File: src/rtl/tmr_pkg.sv
package tmr_pkg;
    typedef enum logic {
        TMR_IDLE = 1'b0,
        TMR_RUN  = 1'b1
    } tmr_state_e;
endpackage

File: src/rtl/tmr_wr_decode.sv
module tmr_wr_decode #(
    parameter int NUM_TMR = 2,
    parameter int LANE_W  = 1,
    parameter int OFS_W   = 3
) (
    input  logic              clk,
    input  logic              rst_n,
    input  logic              wr_stb,
    input  logic [OFS_W-1:0]  wr_ofs,
    output logic [NUM_TMR-1:0] hit,
    output logic              sel_div,
    output logic [LANE_W-1:0] lane
);
    localparam int TMR_W = OFS_W - LANE_W - 1;

    logic [TMR_W-1:0] tsel;

    assign tsel    = wr_ofs[OFS_W-1 -: TMR_W];
    assign sel_div = wr_ofs[LANE_W];
    assign lane    = wr_ofs[LANE_W-1:0];

    for (genvar t = 0; t < NUM_TMR; t++) begin : g_hit
        assign hit[t] = wr_stb && (tsel == TMR_W'(t));
    end

    // a strobe addresses exactly one timer, no strobe addresses none
    assert_one_target_R2: assert property (@(posedge clk) disable iff (!rst_n)
        wr_stb |-> $countones(hit) == 1);
    assert_no_stray_R2: assert property (@(posedge clk) disable iff (!rst_n)
        !wr_stb |-> hit == '0);
endmodule

File: src/rtl/tmr_chan.sv
module tmr_chan
    import tmr_pkg::*;
#(
    parameter int CNT_W  = 16,
    parameter int LANE_W = 1
) (
    input  logic              clk,
    input  logic              rst_n,
    input  logic              ld_en,
    input  logic              ld_div,
    input  logic [LANE_W-1:0] ld_lane,
    input  logic [7:0]        ld_byte,
    output logic              irq,
    output logic [CNT_W-1:0]  pcnt_o,
    output logic [CNT_W-1:0]  dcnt_o
);
    localparam int BYTES = CNT_W / 8;

    tmr_state_e       state_q, state_n;
    logic [CNT_W-1:0] pre_q, div_q, pre_n, div_n;
    logic [CNT_W-1:0] pcnt_q, dcnt_q;
    logic             irq_q;
    logic             p_exp, fire;

    // merge the written byte into the addressed register (lane 0 = most significant)
    always_comb begin
        pre_n = pre_q;
        div_n = div_q;
        if (ld_en) begin
            for (int k = 0; k < BYTES; k++) begin
                if (ld_lane == LANE_W'(k)) begin
                    if (ld_div) div_n[(BYTES-1-k)*8 +: 8] = ld_byte;
                    else        pre_n[(BYTES-1-k)*8 +: 8] = ld_byte;
                end
            end
        end
    end

    assign p_exp = (state_q == TMR_RUN) && (pcnt_q == '0);
    assign fire  = p_exp && (dcnt_q == '0);

    // next-state logic: arm, restart, tick
    always_comb begin
        state_n = state_q;
        unique case (state_q)
            TMR_IDLE: if (ld_en) state_n = TMR_RUN;
            TMR_RUN:  state_n = TMR_RUN;
            default:  state_n = TMR_IDLE;
        endcase
    end

    // state register
    always_ff @(posedge clk) begin
        if (!rst_n) state_q <= TMR_IDLE;
        else        state_q <= state_n;
    end

    // registers, counters and interrupt
    always_ff @(posedge clk) begin
        if (!rst_n) begin
            pre_q  <= '0;
            div_q  <= '0;
            pcnt_q <= '0;
            dcnt_q <= '0;
            irq_q  <= 1'b0;
        end else begin
            pre_q <= pre_n;
            div_q <= div_n;
            if (ld_en) begin
                pcnt_q <= pre_n;
                dcnt_q <= div_n;
                irq_q  <= 1'b0;
            end else begin
                unique case (state_q)
                    TMR_IDLE: irq_q <= 1'b0;
                    TMR_RUN: begin
                        irq_q <= fire;
                        if (!p_exp) begin
                            pcnt_q <= pcnt_q - 1'b1;
                        end else if (dcnt_q != '0) begin
                            dcnt_q <= dcnt_q - 1'b1;
                            pcnt_q <= pre_q;
                        end else begin
                            pcnt_q <= pre_q;
                            dcnt_q <= div_q;
                        end
                    end
                    default: irq_q <= 1'b0;
                endcase
            end
        end
    end

    assign irq    = irq_q;
    assign pcnt_o = pcnt_q;
    assign dcnt_o = dcnt_q;

    assert_idle_quiet_R1: assert property (@(posedge clk) disable iff (!rst_n)
        (state_q == TMR_IDLE) |-> !irq_q);
    assert_restart_load_R4: assert property (@(posedge clk) disable iff (!rst_n)
        ld_en |=> (state_q == TMR_RUN) && !irq_q && pcnt_q == $past(pre_n) && dcnt_q == $past(div_n));
    assert_presc_step_R5: assert property (@(posedge clk) disable iff (!rst_n)
        (state_q == TMR_RUN && !ld_en && pcnt_q != '0) |=> pcnt_q == $past(pcnt_q) - 1'b1);
    assert_div_step_R6: assert property (@(posedge clk) disable iff (!rst_n)
        (p_exp && !ld_en && dcnt_q != '0) |=> dcnt_q == $past(dcnt_q) - 1'b1 && pcnt_q == pre_q);
    assert_pulse_reload_R7: assert property (@(posedge clk) disable iff (!rst_n)
        irq_q |-> pcnt_q == pre_q && dcnt_q == div_q);
    assert_single_pulse_R7: assert property (@(posedge clk) disable iff (!rst_n)
        (irq_q && (pre_q != '0 || div_q != '0)) |=> !irq_q);
    assert_every_clock_R8: assert property (@(posedge clk) disable iff (!rst_n)
        (irq_q && pre_q == '0 && div_q == '0 && !ld_en) |=> irq_q);
endmodule

File: src/rtl/dual_interval_timer.sv
module dual_interval_timer #(
    parameter int NUM_TMR = 2,
    parameter int CNT_W   = 16
) (
    input  logic                       clk,
    input  logic                       rst_n,
    input  logic                       wr_stb,
    input  logic [2:0]                 wr_ofs,
    input  logic [7:0]                 wr_data,
    output logic [NUM_TMR-1:0]         irq,
    output logic [NUM_TMR*CNT_W-1:0]   presc_now,
    output logic [NUM_TMR*CNT_W-1:0]   div_now
);
    localparam int BYTES  = CNT_W / 8;
    localparam int LANE_W = (BYTES > 1) ? $clog2(BYTES) : 1;
    localparam int OFS_W  = 3;

    logic [NUM_TMR-1:0] hit;
    logic               sel_div;
    logic [LANE_W-1:0]  lane;

    tmr_wr_decode #(
        .NUM_TMR (NUM_TMR),
        .LANE_W  (LANE_W),
        .OFS_W   (OFS_W)
    ) u_dec (
        .clk     (clk),
        .rst_n   (rst_n),
        .wr_stb  (wr_stb),
        .wr_ofs  (wr_ofs),
        .hit     (hit),
        .sel_div (sel_div),
        .lane    (lane)
    );

    for (genvar t = 0; t < NUM_TMR; t++) begin : g_tmr
        tmr_chan #(
            .CNT_W  (CNT_W),
            .LANE_W (LANE_W)
        ) u_chan (
            .clk     (clk),
            .rst_n   (rst_n),
            .ld_en   (hit[t]),
            .ld_div  (sel_div),
            .ld_lane (lane),
            .ld_byte (wr_data),
            .irq     (irq[t]),
            .pcnt_o  (presc_now[t*CNT_W +: CNT_W]),
            .dcnt_o  (div_now[t*CNT_W +: CNT_W])
        );
    end
endmodule

File: config.mk
export PLATFORM = sky130hd
export DESIGN_NAME = dual_interval_timer
export DESIGN_NICKNAME = d
export VERILOG_FILES = /design/src/rtl/tmr_pkg.sv /design/src/rtl/tmr_wr_decode.sv /design/src/rtl/tmr_chan.sv /design/src/rtl/dual_interval_timer.sv
export SDC_FILE = /design/constraint.sdc
export NUM_CORES = 1
export LEC_CHECK = 0
export CAP_MARGIN = 20
export CORE_MARGIN = 2
export CORE_UTILIZATION = 50
export CTS_BUF_LIST = sky130_fd_sc_hd__clkbuf_2 sky130_fd_sc_hd__clkbuf_4 sky130_fd_sc_hd__clkbuf_8
export DETAILED_ROUTE_END_ITERATION = 7
export GPL_ROUTABILITY_DRIVEN = 0
export HOLD_SLACK_MARGIN = 0.1
export PLACE_DENSITY = 0.68
export SYNTH_ARGS = -nofsm -noshare
export SYNTH_HDL_FRONTEND = slang
export SYNTH_SLANG_ARGS = --single-unit
export TNS_END_PERCENT = 50
File: constraint.sdc
create_clock -name clk -period 2.7 [get_ports clk]
set_clock_uncertainty 0.15 [all_clocks]
set_input_delay 0.54 -clock clk [delete_from_list [all_inputs] [get_ports clk]]
set_output_delay 0.54 -clock clk [all_outputs]
set_load 0.01 [all_outputs]
==> run_results.csv, run 1 <==
group,metric,value,unit
sta,setup_viol,0,
finish,layout-drive-gt1-share,0.116,
worst_setup_path,crit_arrival,2.77,ns
routing,routedWlPerCell,19.0,µm
logic_synthesis,async_reset_ff_frac,0,
global_routing,grt_util_all_layers,0.309,
clock_network,cts_tree,"done",
status,status,"finished clean",
clock_network,clk_latency,0.45,ns
logic_synthesis,synth_cells,1021,
finish,fin_nets,1149,
die,coreArea,14500,µm²
finish,seq_area,2640,µm²
routing,avgViaCountPerCell,6.28,
clock_network,cts_hold_buf,0,
global_routing,overflow,0,
clock_network,clk_pin_slew_worst_paths,0.08,ns
logic_synthesis,synth_top_cell_by_area,"dfxtp_1",
sta,worstMarginPinSlew,0.696,ns
clock_network,numCtsBuffers,17,
clock_network,cts_buffer_depth,2,
logic_synthesis,yosysWarnings,0,
worst_setup_path,critPathLaunchType,"flop",
worst_setup_path,crit_type,"reg2reg",
global_routing,grt_pass1_vias,7445,
logic_synthesis,synth_edf_count,0,
power,p_leak,3.38,nW
power,p_int,0.00384,W
sta,tns,0,ns
global_routing,antenna_found_initial,0,
global_routing,grt_pass1_wl,39100,µm
logic_synthesis,ys_types,73,
finish,area_growth,25.4,%
sta,fin_crit_sh,0.946,
finish,multiInputGateArea,4400,µm²
worst_setup_path,crit_path_max_fanout,7,
logic_synthesis,ys_seq_area_frac,0.356,
die,std_cell_rows,44,
routing,ant_nets,0,
logic_synthesis,syn_nets,1041,
power,p_seq_frac,0.381,
routing,vias,8324,
power,ir_drop,414,µV
clock_network,htree_levels,4,
routing,drtIter0Drc,1043,
power,swShare,0.336,
routing,drc_errors,0,
sta,slew_viol_final,0,
logic_synthesis,yosys-top-cells-area,"dfxtp_1 36%, nand2_1 11%, a21oi_1 8.0%, o21ai_0 4.5%, clkbuf_1 3.3%",
worst_setup_path,cp-end-kind,"flop",
global_routing,grt_max_degree,51,
routing,wirelength,25200,µm
sta,grt_setup_unrepaired,"no",
power,powerDensity,621,nW/µm²
sta,slew_headroom,0.534,
sta,fin_crit,2.55,ns
sta,fmax,391,MHz
placed_design,port_buffers,79,
die,die_area,15800,µm²
clock_network,cts-root-buf,"clkbuf_8",
logic_synthesis,synth_area,7410,µm²
power,combPwrFrac,0.308,
routing,dr.pass1.iters,6,
logic_synthesis,syn_area_per_cell,7.26,µm²
worst_setup_path,cp_data_required_time,2.91,ns
die,fp.dieH,126,µm
clock_network,clkSinkCount,132,
finish,fillers,1351,
hold_path,hp-class,"reg2reg",
logic_synthesis,ys_ff_latch,132,
die,fp.dieW,126,µm
power,pwr-share-clk,0.311,
finish,antenna_cells,0,
logic_synthesis,synth_top_area_frac,0.356,
logic_synthesis,synthFlopType,"dfxtp_1",
die,num_io_pins,80,
placed_design,dp_hpwl,18000,µm
power,p_sw,0.00194,W
run,cap_violations,0,
worst_setup_path,reg2reg_setup_slack,0.15,ns
sta,finalHoldViolations,0,
die,start_util,0.510,
power,finalPower,0.00578,W
## layout by cell type (no fill, tap or decap), types with 9 or more instances in the layout
| cell | count |
|---|---|
| a211oi_1 | 22 |
| a21oi_1 | 118 |
| a31oi_1 | 19 |
| and3_1 | 13 |
| buf_4 | 80 |
| clkbuf_8 | 21 |
| clkdlybuf4s50_1 | 79 |
| dfxtp_1 | 132 |
| inv_1 | 24 |
| mux2i_1 | 18 |
| nand2_1 | 219 |
| nand3_1 | 25 |
| nand4_1 | 10 |
| nor2_1 | 58 |
| nor3_1 | 33 |
| nor4_1 | 9 |
| o21ai_0 | 66 |
| o22ai_1 | 10 |
| or3_1 | 14 |
## final timing paths
| path | from | endpoint | depth (start not counted) |
|---|---|---|---|
| worst max register to register | g_tmr[0].u_chan.pcnt_o[10] | g_tmr[0].u_chan.pcnt_o[3] | 5 |
| worst max-delay path | g_tmr[0].u_chan.pcnt_o[10] | g_tmr[0].u_chan.pcnt_o[3] | 5 |
| worst min-delay path | g_tmr[0].u_chan.pre_q[1] | g_tmr[0].u_chan.pcnt_o[1] | 2 |
| worst min register to register | g_tmr[0].u_chan.pre_q[1] | g_tmr[0].u_chan.pcnt_o[1] | 2 |
## registers in the layout, summed over array words and instances (netlist names)
signal / count
g_tmr.u_chan.dcnt_o: 32
g_tmr.u_chan.div_q: 32
g_tmr.u_chan.irq: 2
g_tmr.u_chan.pcnt_o: 32
g_tmr.u_chan.pre_q: 32
g_tmr.u_chan.state_q: 2
## Yosys cell counts (4+ instances only)
cell and n:
and2_1 6, ha_1 6, o211ai_1 6, a211oi_1 22, or4_1 8, o311ai_0 4
o21a_1 5, nand4_1 10, a31oi_1 19, nand2_1 219, or2_2 4, nand2b_1 6
o31a_1 7, o22ai_1 10, clkbuf_1 66, o31ai_1 8, nor2_1 58, nor3_1 33
buf_1 6, inv_1 24, a21oi_1 118, nand3_1 25, a311oi_1 7, mux2i_1 18
or3_1 14, dfxtp_1 132, xor2_1 8, o21ai_0 66, o41ai_1 7, nor4_1 10
xnor2_1 5, and3_1 13
## metrics by stage
step                worst slack [ns]  hold WS (ns)   util  instance area (µm²)  std cells
floorplan                      0.145         0.285      -                 7410       1021
finish                         0.145         0.311  0.640                 9300       1325
detailed placement            0.0842         0.297  0.610                 8860       1293
global placement               0.140         0.293  0.610                 8860       1293
CTS                            0.144         0.311  0.639                 9290       1324
global route                  0.0346         0.327  0.640                 9300       1325
## area by class of cell
| cell class | instances | area share |
|---|---|---|
| multi-input cells | 788 | 0.473 |
| flip-flops and latches | 132 | 0.284 |
| repair buffers | 165 | 0.163 |
| clock buffers | 22 | 0.0319 |
| well taps | 184 | 0.0248 |
| clock inverters | 9 | 0.0136 |
| inverters | 25 | 0.0101 |
## routing by layer
layer | wire length, µm | track usage | up-vias
met5 | 0 | 0 | -
met4 | 565 | 0.103 | 0
met3 | 2000 | 0.0709 | 50
met2 | 11800 | 0.496 | 396
met1 | 10800 | 0.414 | 3960
li1 | - | - | 3918
## repair_timing
| item | in CTS | in global routing |
|---|---|---|
| setup buffers | 0 | 1 |
| endpoints found under the setup margin | 0 | 3 |
| gates resized for setup | 0 | 1 |
## worst max-delay path, cell delays in order, from the launching register on
cell and delay [ns]:
dfxtp_1 0.39, nor4_1 0.62, nand3_1 0.40, o21ai_0 0.54, a222oi_1 0.16, o21ai_0 0.21
## power groups by stage
stage                     combinational [W]  clock, W  sequential [W]
after global placement              0.00172         0         0.00224
final                               0.00178   0.00179         0.00220
after detailed placement            0.00172         0         0.00224
after floorplan                     0.00103         0         0.00225
after global routing                0.00193   0.00190         0.00222
after CTS                           0.00173   0.00182         0.00220
## kinds of logic after synthesis
kind of cell               share of synthesized area
muxes                                         0.0258
xor gates and xnor gates                      0.0154
and+or+nand+nor                                0.272
buffers and inverters                         0.0525
DFF                                            0.356
AOI/OAI and AO/OA                              0.268
adders and majority gates                     0.0101
Note: power is estimated with default switching activity, not from simulation.
==> inputs of run 2 (changes only) <==
--- a/config.mk
+++ b/config.mk
@@ -6,13 +6,14 @@
 export NUM_CORES = 1
 export LEC_CHECK = 0
 export CAP_MARGIN = 20
+export CORE_ASPECT_RATIO = 2
 export CORE_MARGIN = 2
 export CORE_UTILIZATION = 50
 export CTS_BUF_LIST = sky130_fd_sc_hd__clkbuf_2 sky130_fd_sc_hd__clkbuf_4 sky130_fd_sc_hd__clkbuf_8
 export DETAILED_ROUTE_END_ITERATION = 7
 export GPL_ROUTABILITY_DRIVEN = 0
 export HOLD_SLACK_MARGIN = 0.1
-export PLACE_DENSITY = 0.68
+export PLACE_DENSITY_LB_ADDON = 0.05
 export SYNTH_ARGS = -nofsm -noshare
 export SYNTH_HDL_FRONTEND = slang
 export SYNTH_SLANG_ARGS = --single-unit
==> run 2 against run 1 <==
  * Routed wire length increased by 5.6%
  * Critical path type unchanged
  * Total power increased by 1.3%
  * Critical path depth unchanged
  * Largest cell class unchanged
  * Highest routed layer unchanged
==> run_results.csv, run 2 (synthesis results as in run 1) <==
group,metric,value,unit
power,ir_drop,364,µV
die,die_area,15900,µm²
worst_setup_path,crit_path_max_fanout,7,
die,start_util,0.506,
routing,drc_errors,0,
finish,design_area,9250,µm²
sta,fin_crit,2.58,ns
status,status,"finished clean",
worst_setup_path,crit_type,"reg2reg",
worst_setup_path,cp-end-kind,"flop",
routing,avgViaCountPerCell,6.33,
clock_network,clk_pin_slew_worst_paths,0.08,ns
die,std_cell_rows,63,
placed_design,dp_hpwl,19200,µm
die,fp.dieH,176,µm
finish,mostFrequentLayoutCells,"218 x nand2_1, 132 x dfxtp_1, 117 x a21oi_1",
finish,layout-drive-gt1-share,0.114,
power,powerDensity,633,nW/µm²
die,num_io_pins,80,
die,fp.dieW,90.1,µm
global_routing,grt_pass1_wl,41100,µm
routing,wirelength,26600,µm
global_routing,overflow,0,
die,coreArea,14700,µm²
clock_network,cts_buffer_depth,2,
sta,slew_viol_final,0,
placed_design,dpl-instance-area,8800,µm²
clock_network,cts-root-buf,"clkbuf_8",
routing,routedWlPerCell,20.0,µm
finish,area_growth,24.8,%
finish,antenna_cells,0,
clock_network,clkSinkCount,132,
placed_design,port_buffers,79,
sta,finalHoldViolations,0,
clock_network,htree_levels,4,
sta,setup_viol,0,
routing,vias,8426,
global_routing,grt_max_degree,51,
finish,fillers,1428,
global_routing,grt_pass1_vias,7882,
clock_network,clk_latency,0.46,ns
hold_path,hp-class,"reg2reg",
finish,fin_nets,1144,
sta,slew_headroom,0.528,
clock_network,post-cts-setup-buffers,0,
sta,worstMarginPinSlew,0.699,ns
routing,drtIter0Drc,754,
routing,ant_nets,0,
worst_setup_path,crit_arrival,2.80,ns
clock_network,cts_tree,"done",
sta,fmax,387,MHz
global_routing,grt_util_all_layers,0.325,
worst_setup_path,critPathLaunchType,"flop",
clock_network,numCtsBuffers,17,
routing,dr.pass1.iters,7,
worst_setup_path,reg2reg_setup_slack,0.12,ns
finish,final_common_cell,"nand2_1",
sta,fin_crit_sh,0.957,
run,cap_violations,0,
global_routing,antenna_found_initial,0,
sta,grt_setup_unrepaired,"no",
sta,tns,0,ns
worst_setup_path,cp_data_required_time,2.91,ns
power,p_leak,3.33,nW
clock_network,cts_hold_buf,0,
-- run 2: path summary, 6_finish.rpt --
check                            startpoint                         end  cells past startpoint
hold reg to reg    g_tmr[0].u_chan.pre_q[5]    g_tmr[0].u_chan.pre_q[5]                      2
setup / recovery  g_tmr[0].u_chan.dcnt_o[3]  g_tmr[0].u_chan.dcnt_o[14]                      5
hold / removal     g_tmr[0].u_chan.pre_q[5]    g_tmr[0].u_chan.pre_q[5]                      2
setup reg to reg  g_tmr[0].u_chan.dcnt_o[3]  g_tmr[0].u_chan.dcnt_o[14]                      5
-- run 2: metal layers --
metal,wire length (µm),vias to the layer above,global-route usage
li1,-,3914,-
met5,0,-,0
met1,9900,3943,0.379
met4,1520,0,0.186
met3,1890,102,0.0478
met2,13300,467,0.566
-- run 2: through the flow --
step                      hold slack (ns)  cells  utilization  power (W)  setup slack [ns]
after floorplan                     0.285   1021            -    0.00327             0.145
after global placement              0.292   1300        0.600    0.00395             0.185
after detailed placement            0.303   1300        0.600    0.00397             0.115
after CTS                           0.313   1331        0.630    0.00582            0.0936
after global routing                0.331   1331        0.631    0.00610            0.0501
final                               0.314   1331        0.631    0.00585             0.116
-- run 2: final cells by class --
cell class | instances | area [µm²] | share of cell area
clock buffer | 19 | 262 | 0.0283
clock inverter | 12 | 180 | 0.0195
inverter | 25 | 93.8 | 0.0101
multi-input combinational | 788 | 4400 | 0.476
sequential | 132 | 2640 | 0.286
tap | 195 | 244 | 0.0264
timing repair buffer | 160 | 1420 | 0.154
-- run 2: timing repair --
item / in CTS / in global routing
hold endpoints to repair: 0 / 0
gates resized for setup: 0 / 3
setup endpoints to repair: 0 / 8
-- run 2: worst max-delay path, stage by stage, from the launching register on --
cell	delay, ns
dfxtp_1	0.32
or4_4	0.57
or3_1	0.48
or4_1	0.52
and3_1	0.20
o32ai_2	0.26
-- run 2: where the power goes --
part	leakage [nW]	switching (W)	internal, W
Combinational	2.05	0.00103	0.000760
Clock	0.206	0.000818	0.00105
Sequential	1.07	0.000143	0.00205
Total	3.33	0.00199	0.00386
==> inputs of run 3 (changes only) <==
--- a/config.mk
+++ b/config.mk
@@ -6,7 +6,7 @@
 export NUM_CORES = 1
 export LEC_CHECK = 0
 export CAP_MARGIN = 20
-export CORE_ASPECT_RATIO = 2
+export CORE_ASPECT_RATIO = 0.9
 export CORE_MARGIN = 2
 export CORE_UTILIZATION = 50
 export CTS_BUF_LIST = sky130_fd_sc_hd__clkbuf_2 sky130_fd_sc_hd__clkbuf_4 sky130_fd_sc_hd__clkbuf_8
==> run 3 against run 2 <==
  * Sequential share of layout area shrank 0.29 points
  * Global-route usage shrank 0.51 points
  * Total power decreased by 1.2%
  * Register-to-register slack hardly changed
  * Via count shrank 1.4%
  * Setup slack better by 0.012 ns
  * Count of clock-buffer cells in the layout is 2 higher
  * Hold slack worse by 0.0058 ns
  * Sequential cell count did not move
  * Largest cell class unchanged
  * Highest routed layer is now met5
==> run_results.csv, run 3 (synthesis results as in run 1) <==
group,metric,value,unit
routing,avgViaCountPerCell,6.17,
routing,vias,8312,
clock_network,cts-root-buf,"clkbuf_8",
sta,worstMarginPinSlew,0.694,ns
die,die_area,15800,µm²
hold_path,min_path_cells,2,
worst_setup_path,r2r-start,"g_tmr[0].u_chan.dcnt_o[3]",
worst_setup_path,crit_arrival,2.79,ns
sta,grt_setup_unrepaired,"no",
clock_network,clkSinkCount,132,
power,pwr-share-clk,0.307,
hold_path,hp-class,"reg2reg",
sta,setup_viol,0,
finish,final_common_cell,"nand2_1",
power,ir_drop,605,µV
worst_setup_path,cp-end-kind,"flop",
sta,hold_ws,0.309,ns
sta,timing.final.ws_setup,0.128,ns
worst_setup_path,worstSetupStartpoint,"g_tmr[0].u_chan.dcnt_o[3]",
sta,fin_crit,2.57,ns
clock_network,htree_levels,4,
clock_network,cts_hold_buf,0,
finish,mostFrequentLayoutCells,"219 x nand2_1, 132 x dfxtp_1, 118 x a21oi_1",
clock_network,clk_latency,0.46,ns
die,coreArea,14600,µm²
placed_design,port_buffers,79,
worst_setup_path,cp_data_required_time,2.92,ns
routing,ant_nets,0,
finish,fin_nets,1157,
die,start_util,0.508,
sta,slew_headroom,0.536,
global_routing,grt_pass1_vias,7782,
sta,fmax,389,MHz
power,powerDensity,618,nW/µm²
sta,slew_viol_final,0,
sta,tns,0,ns
die,fp.dieH,120,µm
worst_setup_path,endpoint,"g_tmr[0].u_chan.dcnt_o[4]",
worst_setup_path,crit_type,"reg2reg",
status,status,"finished clean",
finish,design_area,9340,µm²
global_routing,antenna_found_initial,1,
global_routing,grt_util_all_layers,0.320,
routing,routedWlPerCell,18.7,µm
worst_setup_path,r2r-end,"g_tmr[0].u_chan.dcnt_o[4]",
power,swShare,0.340,
clock_network,cts_resized,0,
finish,layout-drive-gt1-share,0.122,
worst_setup_path,worst-r2r-cell-count,6,
worst_setup_path,reg2reg_setup_slack,0.13,ns
placed_design,dp_slack,0.0729,ns
placed_design,dp_hpwl,18200,µm
finish,final_util,0.640,
clock_network,numCtsBuffers,17,
die,num_io_pins,80,
clock_network,cts_buffer_depth,2,
power,combPwrFrac,0.314,
placed_design,dpl-instance-area,8930,µm²
die,fp.dieW,132,µm
finish,antenna_cells,0,
run,cap_violations,0,
worst_setup_path,crit_path_max_fanout,8,
finish,area_growth,26.0,%
routing,drc_errors,0,
power,p_sw,0.00196,W
sta,fin_crit_sh,0.953,
routing,drtIter0Drc,1018,
clock_network,clk_pin_slew_worst_paths,0.07,ns
sta,finalHoldViolations,0,
global_routing,grt_pass1_wl,40600,µm
routing,dr.pass1.iters,5,
global_routing,grt_max_degree,59,
power,p_leak,3.42,nW
global_routing,overflow,0,
worst_setup_path,critPathLaunchType,"flop",
power,p_int,0.00381,W
die,std_cell_rows,42,
power,p_seq_frac,0.379,
clock_network,cts_tree,"done",
routing,wirelength,25200,µm
clock_network,post-cts-setup-buffers,0,
## run 3: critical path, stage by stage, from the launching register on
cell	delay [ns]
dfxtp_1	0.31
or4_4	0.56
or3_1	0.41
or2_0	0.37
buf_4	0.23
a211o_1	0.25
a31oi_1	0.20
## run 3: layout make-up
class                   instances  area, µm²
well taps                     198        248
repair buffers                173       1560
clock buffers                  21        277
inverters                      25       93.8
clock inverters                11        133
fillers                      1363       5270
multi-input cells             788       4390
flip-flops and latches        132       2640
## run 3: routing by layer
metal | wire (µm) | track usage
met1 | 11000 | 0.443
met2 | 11500 | 0.495
met3 | 2080 | 0.0684
met4 | 575 | 0.113
met5 | 13 | 0
## run 3: worst min path at each step
| stage | to | startpoint |
|---|---|---|
| 5_1_grt | g_tmr[0].u_chan.pre_q[1] | g_tmr[0].u_chan.pre_q[1] |
| 3_3_place_gp | g_tmr[0].u_chan.pre_q[6] | g_tmr[0].u_chan.pre_q[6] |
| 6_report | g_tmr[0].u_chan.pcnt_o[1] | g_tmr[0].u_chan.pre_q[1] |
| 4_1_cts | g_tmr[1].u_chan.div_q[4] | g_tmr[1].u_chan.div_q[4] |
| 3_5_place_dp | g_tmr[1].u_chan.div_q[4] | g_tmr[1].u_chan.div_q[4] |
| 2_1_floorplan | g_tmr[0].u_chan.pcnt_o[1] | g_tmr[0].u_chan.pre_q[1] |
## run 3: power groups by stage
stage	clock network [W]	logic, W	registers (W)
after detailed placement	0	0.00177	0.00223
after floorplan	0	0.00103	0.00225
after CTS	0.00178	0.00178	0.00219
final	0.00177	0.00181	0.00219
after global placement	0	0.00176	0.00223
after global routing	0.00187	0.00197	0.00221
## run 3: per-stage QoR
stage,power (W),instances
floorplan,0.00327,1021
global placement,0.00400,1316
detailed placement,0.00400,1316
CTS,0.00575,1348
global route,0.00605,1348
finish,0.00578,1348
